File: src/rtl/dac_rx_pkg.sv
package dac_rx_pkg;

   // Frame receive phase, derived from select level and bit count
   typedef enum logic [1:0] {
      FR_IDLE  = 2'd0,
      FR_SHIFT = 2'd1,
      FR_FULL  = 2'd2
   } frame_st_e;

   // Width of a counter that must reach n inclusive
   function automatic int unsigned cnt_width(input int unsigned n);
      return (n < 1) ? 1 : $clog2(n + 1);
   endfunction

endpackage

File: src/rtl/dac_rx_sync.sv
module dac_rx_sync #(
   parameter int unsigned       W       = 4,
   parameter int unsigned       STAGES  = 2,
   parameter logic [W-1:0]      RST_VAL = '0
) (
   input  logic         clk,
   input  logic         rst_n,
   input  logic [W-1:0] d_async,
   output logic [W-1:0] q
);

   if (STAGES < 2) begin : g_bad_stages
      $error("dac_rx_sync: STAGES must be at least 2");
   end
   if (W < 1) begin : g_bad_width
      $error("dac_rx_sync: W must be at least 1");
   end

   logic [W-1:0] stg [STAGES];

   for (genvar i = 0; i < STAGES; i++) begin : g_stg
      if (i == 0) begin : g_first
         always_ff @(posedge clk or negedge rst_n) begin
            if (!rst_n) stg[i] <= RST_VAL;
            else        stg[i] <= d_async;
         end
      end else begin : g_next
         always_ff @(posedge clk or negedge rst_n) begin
            if (!rst_n) stg[i] <= RST_VAL;
            else        stg[i] <= stg[i-1];
         end
      end
   end

   assign q = stg[STAGES-1];

endmodule

File: src/rtl/dac_rx_frame.sv
module dac_rx_frame
   import dac_rx_pkg::*;
#(
   parameter int unsigned WORD_W = 16
) (
   input  logic              clk,
   input  logic              rst_n,
   input  logic              sck_s,
   input  logic              cs_n_s,
   input  logic              sdi_s,
   output logic [WORD_W-1:0] word,
   output logic              commit
);

   localparam int unsigned CNT_W = cnt_width(WORD_W);
   localparam logic [CNT_W-1:0] CNT_FULL = CNT_W'(WORD_W);

   if (WORD_W < 2) begin : g_bad_word
      $error("dac_rx_frame: WORD_W must be at least 2");
   end

   logic             sck_q, cs_q;
   logic             sck_rise, cs_fall, cs_rise;
   logic [CNT_W-1:0] cnt;
   logic [WORD_W-1:0] shreg;
   frame_st_e        st;
   logic             shift_en;

   // one extra register per line for edge detection
   always_ff @(posedge clk or negedge rst_n) begin
      if (!rst_n) begin
         sck_q <= 1'b0;
         cs_q  <= 1'b1;
      end else begin
         sck_q <= sck_s;
         cs_q  <= cs_n_s;
      end
   end

   assign sck_rise = sck_s & ~sck_q;
   assign cs_fall  = ~cs_n_s & cs_q;
   assign cs_rise  = cs_n_s & ~cs_q;

   always_comb begin
      if (cs_n_s)              st = FR_IDLE;
      else if (cnt == CNT_FULL) st = FR_FULL;
      else                     st = FR_SHIFT;
   end

   assign shift_en = (st == FR_SHIFT) && sck_rise && !cs_fall;

   always_ff @(posedge clk or negedge rst_n) begin
      if (!rst_n) begin
         cnt   <= '0;
         shreg <= '0;
      end else if (cs_fall) begin
         cnt   <= '0;
      end else if (shift_en) begin
         cnt   <= cnt + 1'b1;
         shreg <= {shreg[WORD_W-2:0], sdi_s};
      end
   end

   assign word   = shreg;
   assign commit = cs_rise && (cnt == CNT_FULL);

   AST_CNT_BOUND: assert property (@(posedge clk) disable iff (!rst_n)
      cnt <= CNT_FULL);
   AST_IDLE_NO_SHIFT: assert property (@(posedge clk) disable iff (!rst_n)
      cs_n_s |=> $stable(shreg));
   AST_FULL_FREEZE: assert property (@(posedge clk) disable iff (!rst_n)
      (cnt == CNT_FULL && !cs_fall) |=> $stable(shreg));
   AST_CLEAR_ON_FALL: assert property (@(posedge clk) disable iff (!rst_n)
      cs_fall |=> (cnt == '0));
   AST_COMMIT_ON_RISE: assert property (@(posedge clk) disable iff (!rst_n)
      commit |-> (cs_n_s && !cs_q));

endmodule

File: src/rtl/dac_rx_latch.sv
module dac_rx_latch #(
   parameter int unsigned WORD_W = 16
) (
   input  logic              clk,
   input  logic              rst_n,
   input  logic              wr_en,
   input  logic [WORD_W-1:0] wr_word,
   input  logic              load_n_s,
   output logic [WORD_W-1:0] out_q
);

   logic [WORD_W-1:0] in_q;

   always_ff @(posedge clk or negedge rst_n) begin
      if (!rst_n)     in_q <= '0;
      else if (wr_en) in_q <= wr_word;
   end

   always_ff @(posedge clk or negedge rst_n) begin
      if (!rst_n)         out_q <= '0;
      else if (!load_n_s) out_q <= in_q;
   end

   AST_COMMIT_TAKE: assert property (@(posedge clk) disable iff (!rst_n)
      wr_en |=> (in_q == $past(wr_word)));
   AST_DROP_KEEP: assert property (@(posedge clk) disable iff (!rst_n)
      !wr_en |=> $stable(in_q));
   AST_LOAD_FOLLOW: assert property (@(posedge clk) disable iff (!rst_n)
      !load_n_s |=> (out_q == $past(in_q)));
   AST_LOAD_HOLD: assert property (@(posedge clk) disable iff (!rst_n)
      load_n_s |=> $stable(out_q));

endmodule

File: src/rtl/dac_cmd_rx.sv
module dac_cmd_rx #(
   parameter int unsigned CFG_W       = 4,
   parameter int unsigned DATA_W      = 12,
   parameter int unsigned SYNC_STAGES = 2
) (
   input  logic              clk,
   input  logic              rst_n,
   input  logic              spi_sck,
   input  logic              spi_cs_n,
   input  logic              spi_sdi,
   input  logic              load_n,
   output logic [CFG_W-1:0]  dac_cfg,
   output logic [DATA_W-1:0] dac_code
);

   localparam int unsigned WORD_W = CFG_W + DATA_W;
   // synchronizer bundle: {load_n, sdi, cs_n, sck}
   localparam logic [3:0]  SYNC_RST = 4'b1010;

   if (CFG_W < 1 || DATA_W < 1) begin : g_bad_fields
      $error("dac_cmd_rx: CFG_W and DATA_W must be at least 1");
   end

   logic [3:0]        pins_s;
   logic [WORD_W-1:0] rx_word;
   logic              rx_commit;
   logic [WORD_W-1:0] out_word;

   dac_rx_sync #(
      .W       (4),
      .STAGES  (SYNC_STAGES),
      .RST_VAL (SYNC_RST)
   ) i_sync (
      .clk     (clk),
      .rst_n   (rst_n),
      .d_async ({load_n, spi_sdi, spi_cs_n, spi_sck}),
      .q       (pins_s)
   );

   dac_rx_frame #(
      .WORD_W (WORD_W)
   ) i_frame (
      .clk    (clk),
      .rst_n  (rst_n),
      .sck_s  (pins_s[0]),
      .cs_n_s (pins_s[1]),
      .sdi_s  (pins_s[2]),
      .word   (rx_word),
      .commit (rx_commit)
   );

   dac_rx_latch #(
      .WORD_W (WORD_W)
   ) i_latch (
      .clk      (clk),
      .rst_n    (rst_n),
      .wr_en    (rx_commit),
      .wr_word  (rx_word),
      .load_n_s (pins_s[3]),
      .out_q    (out_word)
   );

   assign dac_cfg  = out_word[WORD_W-1 -: CFG_W];
   assign dac_code = out_word[DATA_W-1:0];

   AST_FIELDS_STILL: assert property (@(posedge clk) disable iff (!rst_n)
      pins_s[3] |=> ($stable(dac_cfg) && $stable(dac_code)));

endmodule

File: config.mk
export PLATFORM = sky130hd
export DESIGN_NAME = dac_cmd_rx
export DESIGN_NICKNAME = d
export VERILOG_FILES = /design/src/rtl/dac_rx_pkg.sv /design/src/rtl/dac_rx_sync.sv /design/src/rtl/dac_rx_frame.sv /design/src/rtl/dac_rx_latch.sv /design/src/rtl/dac_cmd_rx.sv
export SDC_FILE = /design/constraint.sdc
export NUM_CORES = 1
export LEC_CHECK = 0
export CAP_MARGIN = 20
export CORE_UTILIZATION = 60
export DETAILED_ROUTE_END_ITERATION = 8
export DONT_BUFFER_PORTS = 1
export MAX_ROUTING_LAYER = met4
export PLACE_DENSITY_LB_ADDON = 0.15
export SLEW_MARGIN = 0
export SYNTH_ARGS = -nofsm -noshare
export SYNTH_HDL_FRONTEND = slang
export SYNTH_HIERARCHICAL = 1
export SYNTH_SLANG_ARGS = --single-unit
File: constraint.sdc
create_clock -name clk -period 2.2 [get_ports clk]
set_input_delay 0.11 -clock clk [delete_from_list [all_inputs] [get_ports clk]]
set_output_delay 0.11 -clock clk [all_outputs]
set_load 0.005 [all_outputs]
==> flow_summary.toml <==
[status]
run_status = "finished clean"

[floorplanning]
top_level_ports = 22
placementRows = 23
fp.coreArea_um2 = 4060
initial_utilization_pct = 63.0
fp.dieArea_um2 = 4530
die-height_um = 67.3
die_x_um = 67.3

[cts]
clock_insertion_delay_worst_skew_ns = 0.33
clockRootBuffer = "clkbuf_8"
clock_slew_at_the_register_clock_pins_of_the_worst_setup_and_hold_paths_ns = 0.07
tritoncts = "built"
clock-sinks = 63
post_cts_resize_count = 0
cts_buffers = 9
cts_max_path_buffers = 2
cts.htree.levels = 3

[drt]
per_cell_routed_wire_length_um = 16.6
postRouteAntennaNets = 0
drt_iter0_markers = 45
totalWireLength_um = 3530
post_drt_via_cell_ratio = 5.45
detail_route.drc_violations = 0
dr.pass1.iters = 4
vias_after_detailed_routing = 1160

[synthesis]
syn-mean-instance-area_um2 = 17.2
synth_edf_count = 0
ys.warnings.count = 6
yosys.cell_types.count = 22
ys_top_cells_by_area = "dfrtp_1, mux2_4, mux2_2, dfstp_2, buf_12"
ys_async_sr_fraction_pct = 100
synth_commonest_cells = "dfrtp_1, mux2_4, mux2_2"
most_used_standard_cell_by_instance_count_after_synthesis = "dfrtp_1"
synth_nets = 157
ys_dominant_reg_cell = "dfrtp_1"
sequential_cell_area_fraction_in_the_yosys_report_pct = 61.9
top_cell_type_s_share_of_synthesized_area_pct = 56.8
post_synth_inst_count = 149
syn_area_um2 = 2560
post-synth-top-area-cell = "dfrtp_1"
ys_seq_elements = 63

[grt]
grt_pass1_vias = 1310
grt_util_all_layers_pct = 19.8
global_route.overflow_total = 0
grt_antenna_before_repair = 0
grt_max_degree = 64
grt_pass1_wl_um = 6130

[critical_path]
worst-path-max-fanout = 16
crit_required_ns = 2.41
worstSetupPathType = "flop to flop"
setup.worst_path.start_class = "flop"
crit-reg2reg-launch = "i_frame/cnt[0]$_DFFE_PN0P_"
worst_r2r_endpoint = "i_latch/in_q[4]$_DFFE_PN0P_"
setup.worst_path.end_class = "flop"
worstRegToRegCells = 6
timing.reg2reg.setup_slack_ns = 0.28
arrival_time_reported_for_the_critical_path_endpoint_ns = 2.13

[power_and_ir_drop]
finalPower_mw = 2.26
p_leak_nw = 1.39
vdd_ir_drop_max_mv = 0.491
cellPowerDensity_nw_per_um2 = 807

[sta]
finalCritPeriodShare_pct = 87.1
slew_headroom_pct = 66.3
timing.clock.skew_ns = 0.00512
tns_setup_ns = 0
setup_viol = 0
grt_setup_unrepaired = "false"
hold_viol = 0
maxClockFrequency_ghz = 0.522
final.hold.worst_slack_ns = 0.301
finalCriticalPeriod_ns = 1.92
report.final.slew_viol_count = 0
tightest_slew_ns = 0.506

[cells_and_area]
drive_gt1_share_pct = 46.0
area_growth_syn_to_layout_pct = 9.59
diodes = 0
final_core_utilization_pct = 69.1
finalNetCount = 166

[worst_hold_path]
worst_hold_path_type = "primary input to asynchronous set/reset pin"

[flow_run]
cap_violations = 0

[placed_design]
place.port_buffers = 0
detailed_place_hpwl_um = 2120
gpl.final_weighted_congestion = 0.771
[metrics by stage]
stage | area [um^2] | instances | worst slack, ns
floorplan | 2560 | 149 | 0.415
global placement | 2540 | 191 | 0.399
detailed placement | 2540 | 191 | 0.315
CTS | 2800 | 213 | 0.294
global route | 2800 | 213 | 0.200
finish | 2800 | 213 | 0.284
[flip-flops by register name, indices dropped and copies added (netlist names)]
name,count
i_frame/word,16
i_latch/in_q,16
i_latch/out_q,16
i_frame/cnt,5
i_sync/q,4
i_sync/stg,4
i_frame/cs_q,1
i_frame/sck_q,1
[critical path, stage by stage (launching register included)]
cell	delay [ns]
dfrtp_1	0.41
inv_1	0.09
ha_1	0.17
nand4bb_1	0.25
nor3b_2	0.33
buf_12	0.21
mux2_2	0.34
[repair_timing]
action / in CTS / in global routing
endpoints found under the setup margin: 0 / 0
hold buffers: 6 / 0
buffers inserted: 0 / 0
endpoints found under the hold margin: 67 / 0
[where the power goes]
part	internal [mW]	switching [mW]
Clock	0.465	0.424
Sequential	1.21	0.0440
Combinational	0.0677	0.0496
Total	1.74	0.518
[how the worst max path moves through the flow]
| stage | startpoint | cells past startpoint | endpoint | slack, ns |
|---|---|---|---|---|
| after detailed placement | i_frame/cnt[0]$_DFFE_PN0P_ | 6 | i_latch/in_q[1]$_DFFE_PN0P_ | 0.32 |
| after floorplan | i_frame/cnt[0]$_DFFE_PN0P_ | 7 | i_latch/in_q[10]$_DFFE_PN0P_ | 0.41 |
| final | i_frame/cnt[0]$_DFFE_PN0P_ | 6 | i_latch/in_q[4]$_DFFE_PN0P_ | 0.28 |
| after global placement | i_frame/cnt[0]$_DFFE_PN0P_ | 6 | i_latch/in_q[4]$_DFFE_PN0P_ | 0.40 |
| after global routing | i_frame/cnt[0]$_DFFE_PN0P_ | 6 | i_latch/in_q[2]$_DFFE_PN0P_ | 0.20 |
| after CTS | i_frame/cnt[0]$_DFFE_PN0P_ | 6 | i_latch/in_q[4]$_DFFE_PN0P_ | 0.29 |
[layout make-up]
type                            count  area, um^2
Sequential cell                    63        1580
Fill cell                         268        1250
Multi-Input combinational cell     75         868
Clock buffer                       11         151
Timing Repair Buffer                7        97.6
Tap cell                           50        62.6
Clock inverter                      5        32.5
Inverter                            2        7.51
[kinds of logic after synthesis]
| kind of cell | after synthesis | share of synthesized area (%) |
|---|---|---|
| compound gates | 6 | 1.37 |
| fa+ha+maj | 2 | 0.978 |
| buf+inv | 11 | 4.35 |
| flops | 63 | 61.9 |
| mux | 50 | 26.3 |
| simple gates | 17 | 5.09 |
[placed cells by master, fill, tap and decap left out, drive strengths merged]
| master | instances |
|---|---|
| clkinvlp | 3 |
| dfstp | 5 |
| a21bo | 1 |
| ha | 2 |
| a21oi | 3 |
| dfrtp | 58 |
| mux2i | 2 |
| o21ai | 2 |
| nor3b | 2 |
| nand2b | 1 |
| inv | 2 |
| nand4bb | 2 |
| clkbuf | 11 |
| mux2 | 48 |
| buf | 2 |
| nand4b | 1 |
| nand2 | 7 |
| and2b | 1 |
| dlygate4sd3 | 5 |
| nand3b | 1 |
| or3 | 2 |
| clkinv | 2 |
[layer usage]
layer  share of wire, %  GRT usage (%)
met5                  0              -
met3                2.4           5.24
met2                 47           28.7
met4                1.9           12.8
met1                 49           24.6
(Power assumes the default switching activity.)
